**config.mk**
```make
export PLATFORM = sky130hd
export DESIGN_NAME = lw_sram
export DESIGN_NICKNAME = d
export VERILOG_FILES = /design/src/rtl/lw_sram_pkg.sv /design/src/rtl/lw_sram_ctrl.sv /design/src/rtl/lw_sram_wbuf.sv /design/src/rtl/lw_sram_array.sv /design/src/rtl/lw_sram.sv
export SDC_FILE = /design/constraint.sdc
export NUM_CORES = 2
export LEC_CHECK = 0
export BUFFER_PORTS_ARGS = -buffer_cell sky130_fd_sc_hd__buf_2
export CAP_MARGIN = 20
export CORE_UTILIZATION = 40
export DETAILED_ROUTE_END_ITERATION = 7
export PLACE_DENSITY_LB_ADDON = 0.15
export REMOVE_ABC_BUFFERS = 1
export SYNTH_ARGS = -nofsm -noshare
export SYNTH_HDL_FRONTEND = slang
export SYNTH_SLANG_ARGS = --single-unit
export TNS_END_PERCENT = 30
```
**constraint.sdc**
```tcl
create_clock -name clk -period 4.01 [get_ports clk]
set_input_delay 0.2005 -clock clk [delete_from_list [all_inputs] [get_ports clk]]
set_output_delay 0.2005 -clock clk [all_outputs]
set_load 0.05 [all_outputs]
```
**src/rtl/lw_sram_pkg.sv**
```systemverilog
package lw_sram_pkg;

    localparam int DEF_ADDR_W = 6;
    localparam int DEF_DATA_W = 36;
    localparam int DEF_BYTE_W = 9;
    localparam int DEF_NCE    = 2;

    typedef enum logic [1:0] {
        OP_IDLE  = 2'd0,
        OP_READ  = 2'd1,
        OP_WRITE = 2'd2
    } op_e;

    // burst bookkeeping carried from one beat to the next
    typedef struct packed {
        op_e        op;
        logic       wr;
        logic [1:0] left;
    } beat_t;

    // linear step inside an aligned group of four words
    function automatic logic [1:0] step_lo(input logic [1:0] lo);
        return lo + 2'd1;
    endfunction

endpackage

```
**src/rtl/lw_sram_ctrl.sv**
```systemverilog
module lw_sram_ctrl
    import lw_sram_pkg::*;
#(
    parameter int ADDR_W = DEF_ADDR_W,
    parameter int NCE    = DEF_NCE
) (
    input  logic              clk,
    input  logic              rst,
    input  logic              cs,
    input  logic              we,
    input  logic              adv,
    input  logic [1:0]        blen,
    input  logic [ADDR_W-1:0] addr,
    input  logic [NCE-1:0]    bank_ce,
    input  logic [NCE-1:0]    bank_pol,
    output op_e               acc_op,
    output logic [ADDR_W-1:0] acc_addr,
    output logic              burst_live
);

    beat_t             cur_q, cur_d;
    logic [ADDR_W-1:0] adr_q, adr_d;
    logic              bank_hit;

    assign bank_hit = (bank_ce == bank_pol);

    // command decode and burst stepping
    always_comb begin
        cur_d = '{op: OP_IDLE, wr: cur_q.wr, left: 2'd0};
        adr_d = adr_q;
        if (adv) begin
            if (cur_q.left != 2'd0) begin
                cur_d.op   = cur_q.wr ? OP_WRITE : OP_READ;
                cur_d.left = cur_q.left - 2'd1;
                adr_d      = {adr_q[ADDR_W-1:2], step_lo(adr_q[1:0])};
            end
        end else if (cs && bank_hit) begin
            cur_d.op   = we ? OP_WRITE : OP_READ;
            cur_d.wr   = we;
            cur_d.left = blen;
            adr_d      = addr;
        end
    end

    always_ff @(posedge clk) begin
        if (rst) begin
            cur_q <= '{op: OP_IDLE, wr: 1'b0, left: 2'd0};
            adr_q <= '0;
        end else begin
            cur_q <= cur_d;
            adr_q <= adr_d;
        end
    end

    assign acc_op     = cur_q.op;
    assign acc_addr   = adr_q;
    assign burst_live = (cur_q.left != 2'd0);

endmodule

```
**src/rtl/lw_sram_wbuf.sv**
```systemverilog
module lw_sram_wbuf
    import lw_sram_pkg::*;
#(
    parameter int ADDR_W = DEF_ADDR_W,
    parameter int DATA_W = DEF_DATA_W,
    parameter int BYTE_W = DEF_BYTE_W,
    localparam int NBYTE = DATA_W / BYTE_W
) (
    input  logic              clk,
    input  logic              rst,
    input  logic              push,
    input  logic [ADDR_W-1:0] push_addr,
    input  logic [NBYTE-1:0]  push_be,
    input  logic [DATA_W-1:0] push_data,
    input  logic [ADDR_W-1:0] rd_addr,
    input  logic [DATA_W-1:0] base_data,
    output logic [DATA_W-1:0] snoop_data,
    output logic              commit_en,
    output logic [ADDR_W-1:0] commit_addr,
    output logic [NBYTE-1:0]  commit_be,
    output logic [DATA_W-1:0] commit_data,
    output logic [1:0]        fill
);

    typedef struct packed {
        logic [ADDR_W-1:0] addr;
        logic [NBYTE-1:0]  be;
        logic [DATA_W-1:0] data;
    } ent_t;

    ent_t       old_q, new_q, arrive;
    logic       old_v, new_v;
    logic [NBYTE-1:0] hit_old, hit_new;

    assign arrive = '{addr: push_addr, be: push_be, data: push_data};

    // retire the oldest entry on an edge with no arrival, or when full
    assign commit_en   = old_v && (!push || new_v);
    assign commit_addr = old_q.addr;
    assign commit_be   = old_q.be;
    assign commit_data = old_q.data;
    assign fill        = {old_v & new_v, old_v ^ new_v};

    always_ff @(posedge clk) begin
        if (rst) begin
            old_v <= 1'b0;
            new_v <= 1'b0;
            old_q <= '0;
            new_q <= '0;
        end else if (commit_en) begin
            new_v <= 1'b0;
            if (new_v) begin
                old_q <= new_q;
                old_v <= 1'b1;
                if (push) begin
                    new_q <= arrive;
                    new_v <= 1'b1;
                end
            end else begin
                old_v <= 1'b0;
            end
        end else if (push) begin
            if (!old_v) begin
                old_q <= arrive;
                old_v <= 1'b1;
            end else begin
                new_q <= arrive;
                new_v <= 1'b1;
            end
        end
    end

    // per-lane address and enable match against both entries
    for (genvar b = 0; b < NBYTE; b++) begin : g_lane
        assign hit_old[b] = old_v && (old_q.addr == rd_addr) && old_q.be[b];
        assign hit_new[b] = new_v && (new_q.addr == rd_addr) && new_q.be[b];
    end

    always_comb begin
        snoop_data = base_data;
        for (int b = 0; b < NBYTE; b++) begin
            if (hit_new[b])
                snoop_data[b*BYTE_W +: BYTE_W] = new_q.data[b*BYTE_W +: BYTE_W];
            else if (hit_old[b])
                snoop_data[b*BYTE_W +: BYTE_W] = old_q.data[b*BYTE_W +: BYTE_W];
        end
    end

endmodule

```
**src/rtl/lw_sram_array.sv**
```systemverilog
module lw_sram_array
    import lw_sram_pkg::*;
#(
    parameter int ADDR_W = DEF_ADDR_W,
    parameter int DATA_W = DEF_DATA_W,
    parameter int BYTE_W = DEF_BYTE_W,
    localparam int NBYTE = DATA_W / BYTE_W,
    localparam int DEPTH = 1 << ADDR_W
) (
    input  logic              clk,
    input  logic              rst,
    input  logic              wr_en,
    input  logic [ADDR_W-1:0] wr_addr,
    input  logic [NBYTE-1:0]  wr_be,
    input  logic [DATA_W-1:0] wr_data,
    input  logic [ADDR_W-1:0] rd_addr,
    output logic [DATA_W-1:0] rd_data
);

    logic [DATA_W-1:0] mem [DEPTH];

    // clear on reset, R5 byte-masked store
    always_ff @(posedge clk) begin
        if (rst) begin
            for (int w = 0; w < DEPTH; w++) mem[w] <= '0;
        end else if (wr_en) begin
            for (int b = 0; b < NBYTE; b++)
                if (wr_be[b])
                    mem[wr_addr][b*BYTE_W +: BYTE_W] <= wr_data[b*BYTE_W +: BYTE_W];
        end
    end

    assign rd_data = mem[rd_addr];

endmodule

```
**src/rtl/lw_sram.sv**
```systemverilog
module lw_sram
    import lw_sram_pkg::*;
#(
    parameter int ADDR_W = DEF_ADDR_W,
    parameter int DATA_W = DEF_DATA_W,
    parameter int BYTE_W = DEF_BYTE_W,
    parameter int NCE    = DEF_NCE,
    localparam int NBYTE = DATA_W / BYTE_W
) (
    input  logic              clk,
    input  logic              rst,
    input  logic              cs,
    input  logic              we,
    input  logic              adv,
    input  logic [1:0]        blen,
    input  logic [ADDR_W-1:0] addr,
    input  logic [NCE-1:0]    bank_ce,
    input  logic [NCE-1:0]    bank_pol,
    input  logic [NBYTE-1:0]  bwe,
    input  logic [DATA_W-1:0] dq_in,
    output logic [DATA_W-1:0] dq_out,
    output logic              dq_oe
);

    op_e               acc_op;
    logic [ADDR_W-1:0] acc_addr;
    logic              burst_live;
    logic [DATA_W-1:0] arr_data, rd_merged, cm_data;
    logic              cm_en;
    logic [ADDR_W-1:0] cm_addr;
    logic [NBYTE-1:0]  cm_be;
    logic [1:0]        buf_fill;
    logic              wr_arrive;

    lw_sram_ctrl #(.ADDR_W(ADDR_W), .NCE(NCE)) u_ctrl (
        .clk(clk), .rst(rst), .cs(cs), .we(we), .adv(adv), .blen(blen),
        .addr(addr), .bank_ce(bank_ce), .bank_pol(bank_pol),
        .acc_op(acc_op), .acc_addr(acc_addr), .burst_live(burst_live)
    );

    // the write data for the access held this cycle arrives at the next edge
    assign wr_arrive = (acc_op == OP_WRITE);

    lw_sram_wbuf #(.ADDR_W(ADDR_W), .DATA_W(DATA_W), .BYTE_W(BYTE_W)) u_wbuf (
        .clk(clk), .rst(rst), .push(wr_arrive), .push_addr(acc_addr),
        .push_be(bwe), .push_data(dq_in), .rd_addr(acc_addr),
        .base_data(arr_data), .snoop_data(rd_merged), .commit_en(cm_en),
        .commit_addr(cm_addr), .commit_be(cm_be), .commit_data(cm_data),
        .fill(buf_fill)
    );

    lw_sram_array #(.ADDR_W(ADDR_W), .DATA_W(DATA_W), .BYTE_W(BYTE_W)) u_array (
        .clk(clk), .rst(rst), .wr_en(cm_en), .wr_addr(cm_addr), .wr_be(cm_be),
        .wr_data(cm_data), .rd_addr(acc_addr), .rd_data(arr_data)
    );

    // registered read data and its enable
    always_ff @(posedge clk) begin
        if (rst) begin
            dq_oe  <= 1'b0;
            dq_out <= '0;
        end else begin
            dq_oe <= (acc_op == OP_READ);
            if (acc_op == OP_READ) dq_out <= rd_merged;
        end
    end

endmodule

```
==> qor.log <==
qor: detailed_routing.routed-via-count 63.48k
qor: synth.yosys.cell_types.count 52
qor: floorplan.die_w 531.3 um
qor: clock_network.cts_root_buffer clkbuf_16
qor: sta.timing.max_slew.rel_slack 0.1530
qor: setup_path.count_of_buffer_and_inverter_cells_on_the_critical_path 2
qor: setup_path.worst_r2r_startpoint u_wbuf.commit_addr[2]
qor: grt.antenna_violations_before_repair 24
qor: placed_design.place.port_buffers 93
qor: detailed_routing.route.detailed.drc 16
qor: detailed_routing.detail-route-antenna-nets 0
qor: grt.pin_count_of_the_biggest_net_entering_global_routing 179
qor: synth.ys_seq_area_frac 0.6428
qor: placed_design.final_weighted_congestion_of_routability_driven_global_placement 0.8537
qor: synth.synthCells 7,421
qor: sta.timing.final.max_slew_violations 0
qor: setup_path.timing.setup.critical_path_class flip-flop to flip-flop
qor: sta.clock-skew-final 52.84 ps
qor: floorplan.rows 193
qor: sta.final-hold-violation-count 0
qor: placed_design.place_worst_setup_slack 566.3 ps
qor: floorplan.core_area 0.2775 mm2
qor: finish.final.fill_count 24.18k
qor: clock_network.tritoncts_clock_tree done
qor: synth.asyncSetResetFlopFracSynth 0
qor: finish.ff_latch_area 0.07212 mm2
qor: synth.netlist_area 0.1121 mm2
qor: setup_path.crit_path_start u_wbuf.commit_addr[2]
qor: run_status.violations design-rule violations
qor: finish.final_net_count 7,688
qor: job.timing.max_cap.violations 0
qor: detailed_routing.detailed_route_vias_per_instance 5.491
qor: worst_hold_path.min_from cs
qor: sta.max_slew.worst_pin.slew 1268 ps
qor: setup_path.worstSetupEndpointType flip-flop
qor: sta.worst_slack 448.0 ps
qor: setup_path.most_frequent_cell_on_the_critical_path buf_4
qor: synth.yosys_reg_bits 2,446
qor: sta.rsz0062_at_grt no
qor: grt.number_of_global_route_vias_before_repair 63.78k
qor: setup_path.cp-start-kind flip-flop
qor: grt.overflow 0
qor: synth.synth_edf_count 2,304
qor: synth.ys_warn_count 0
qor: placed_design.hpwlAfterDp 221,500 um
qor: clock_network.clk_pin_slew 70 ps
qor: detailed_routing.first_pass_iters 8
qor: setup_path.crit_slowest_cell nor3b_1
qor: sta.max_freq 280.7 MHz
qor: setup_path.critPathRequiredTime 4540 ps
qor: setup_path.path_cells nor3b_1 > nand2_1 > buf_4 > nor2_1 > buf_4 > or2_2
qor: synth.avgSynthCellArea 15.10 um2
qor: sta.fin_setup_tns 0 ps
qor: grt.first_pass_grt_wire_length 481,000 um
qor: floorplan.die_height 531.3 um
qor: finish.area_growth 13.53%
qor: finish.layout_cells_sized_above_1 0.2276
qor: clock_network.cts_inserted_buffers 280
qor: clock_network.cts_resized 0
qor: detailed_routing.drc_violation_total_after_the_first_tritonroute_iteration 6,155
qor: floorplan.floorplan.initialDensity 0.4039
qor: floorplan.die_area 0.2823 mm2
qor: finish.multi_input_comb_area 0.03765 mm2
qor: detailed_routing.wl_per_cell 29.20 um
qor: clock_network.clock_sinks 2,446
qor: grt.grt_util_all_layers 0.2387
qor: pwr.leakage 0.04455 uW
qor: run_status.run_status finished with violations
qor: detailed_routing.totalWireLength 337,500 um
qor: sta.setup_viol 0
qor: sta.post-route-period-util 0.8883
qor: clock_network.latest_clock_arrival_within_the_worst_skew_pair 880 ps
qor: floorplan.io_pins 94
qor: pwr.powerDensity 445.7 mW/mm2
qor: setup_path.worst_path_largest_cell_delay 700 ps
qor: pwr.max-vdd-ir-drop 320.0 uV
qor: synth.postSynth.topFlopCell edfxtp_1
qor: clock_network.ctsHtreeMaxLevel 5
qor: clock_network.ctsLongestPathBuffers 4
qor: worst_hold_path.classification_of_the_worst_slack_hold_path primary input to flip-flop
qor: setup_path.crit_path_max_fanout 10
qor: setup_path.crit_family simple AND/OR/NAND/NOR gates
qor: sta.layout_min_cycle_time 3562 ps
qor: setup_path.worst_ep_arrival_time 4090 ps
-- registers in the layout, summed over array words and instances, names as in the netlist --
name / count
u_ctrl.cur_q: 3
u_wbuf.new_q: 46
u_wbuf.commit_addr: 6
u_wbuf.new_v: 1
u_wbuf.commit_be: 4
u_ctrl.acc_op: 2
dq_out: 36
dq_oe: 1
u_ctrl.acc_addr: 6
u_wbuf.commit_data: 36
u_array.mem: 2304
u_wbuf.old_v: 1
-- metrics by stage --
stage	utilization	area (um2)	total power, uW	cells	hold WS (ps)
floorplan	-	109600	31810	6855	269.6
global placement	0.4246	117800	32150	10994	425.3
detailed placement	0.4248	117900	32200	10997	448.5
CTS	0.4582	127100	57140	11536	20.75
global route	0.4583	127200	58220	11540	56.82
finish	0.4585	127200	56700	11559	63.76
-- worst reg2reg max path, delay by kind of cell, from the launching register on --
kind,cells,cell delay [ps]
buffers and inverters,2,610
and+or+nand+nor,4,2090
DFF,1,510
-- report_power, final --
group / leakage [uW] / total [uW] / internal (uW) / switching (uW)
Clock: 0.00425 / 25000 / 14600 / 10400
Combinational: 0.0154 / 2670 / 1060 / 1600
Sequential: 0.0250 / 29000 / 28600 / 363
Total: 0.0446 / 56700 / 44300 / 12400
-- cell usage after synthesis, types with 68 or more instances --
library cell | number | share of area
edfxtp_1 | 2304 | 0.62
and2_1 | 2250 | 0.13
mux4_2 | 654 | 0.13
clkbuf_1 | 403 | 0.013
nor2_1 | 403 | 0.013
or2_2 | 257 | 0.014
nand2_1 | 192 | 0.0064
mux2i_1 | 187 | 0.017
dfxtp_1 | 142 | 0.025
a211oi_1 | 72 | 0.0048
a21oi_1 | 71 | 0.0032
nor3_1 | 70 | 0.0031
buf_2 | 68 | 0.0030
-- metal layers --
metal,track usage,share of wire
met1,0.3238,0.42
met5,0,0.00029
met4,0.06558,0.028
met3,0.05099,0.073
met2,0.3875,0.48
-- area by class of cell --
| cell class | count | share of cell area |
|---|---|---|
| diodes | 21 | 0.0004131 |
| clock buffers | 368 | 0.05938 |
| clock inverters | 116 | 0.009107 |
| inverters | 7 | 0.0002065 |
| multi-input cells | 4402 | 0.2960 |
| flip-flops and latches | 2446 | 0.5669 |
| well taps | 3705 | 0.03644 |
| repair buffers | 494 | 0.03161 |
-- logic make-up (layout without fill, tap and decap cells) --
logic type	count (synthesis)	count (layout)	share of synthesized area
simple gates	3262	3262	0.1680
flops	2446	2446	0.6428
mux	845	845	0.1485
buf+inv	573	985	0.02183
compound gates	281	281	0.01773
xor+xnor	14	14	0.001094
other cells	0	21	0
-- path summary, 6_finish.rpt --
path	endpoint	slack, ps	cells after the start
worst max register to register	u_array.mem[4][32]	450	6
worst min-delay path	u_ctrl.cur_q[2]	60	5
worst min register to register	u_wbuf.new_q[23]	470	2
worst max-delay path	u_array.mem[4][32]	450	6
-- placed cells by master, fill, tap and decap left out, drive strengths merged, types with 7 or more instances in the layout --
cell type / instances
diode: 21
a31oi: 7
clkbuf: 368
nor2: 404
a221oi: 18
dfxtp: 142
edfxtp: 2304
dlygate4sd3: 55
nand2: 192
a22oi: 49
inv: 14
buf: 439
a21oi: 71
xnor2: 12
bufinv: 21
a211oi: 72
mux2i: 187
o221ai: 22
nor3: 70
o21ai: 10
mux4: 654
clkinv: 82
and2: 2250
and3: 10
or2: 257
nor2b: 25
nand3: 27
a22o: 8
-- timing repair --
| action | in CTS | in global routing |
|---|---|---|
| endpoints found under the hold margin | 109 | 0 |
| setup buffers | 0 | 0 |
| hold buffers | 55 | 0 |
(Power assumes the default switching activity.)
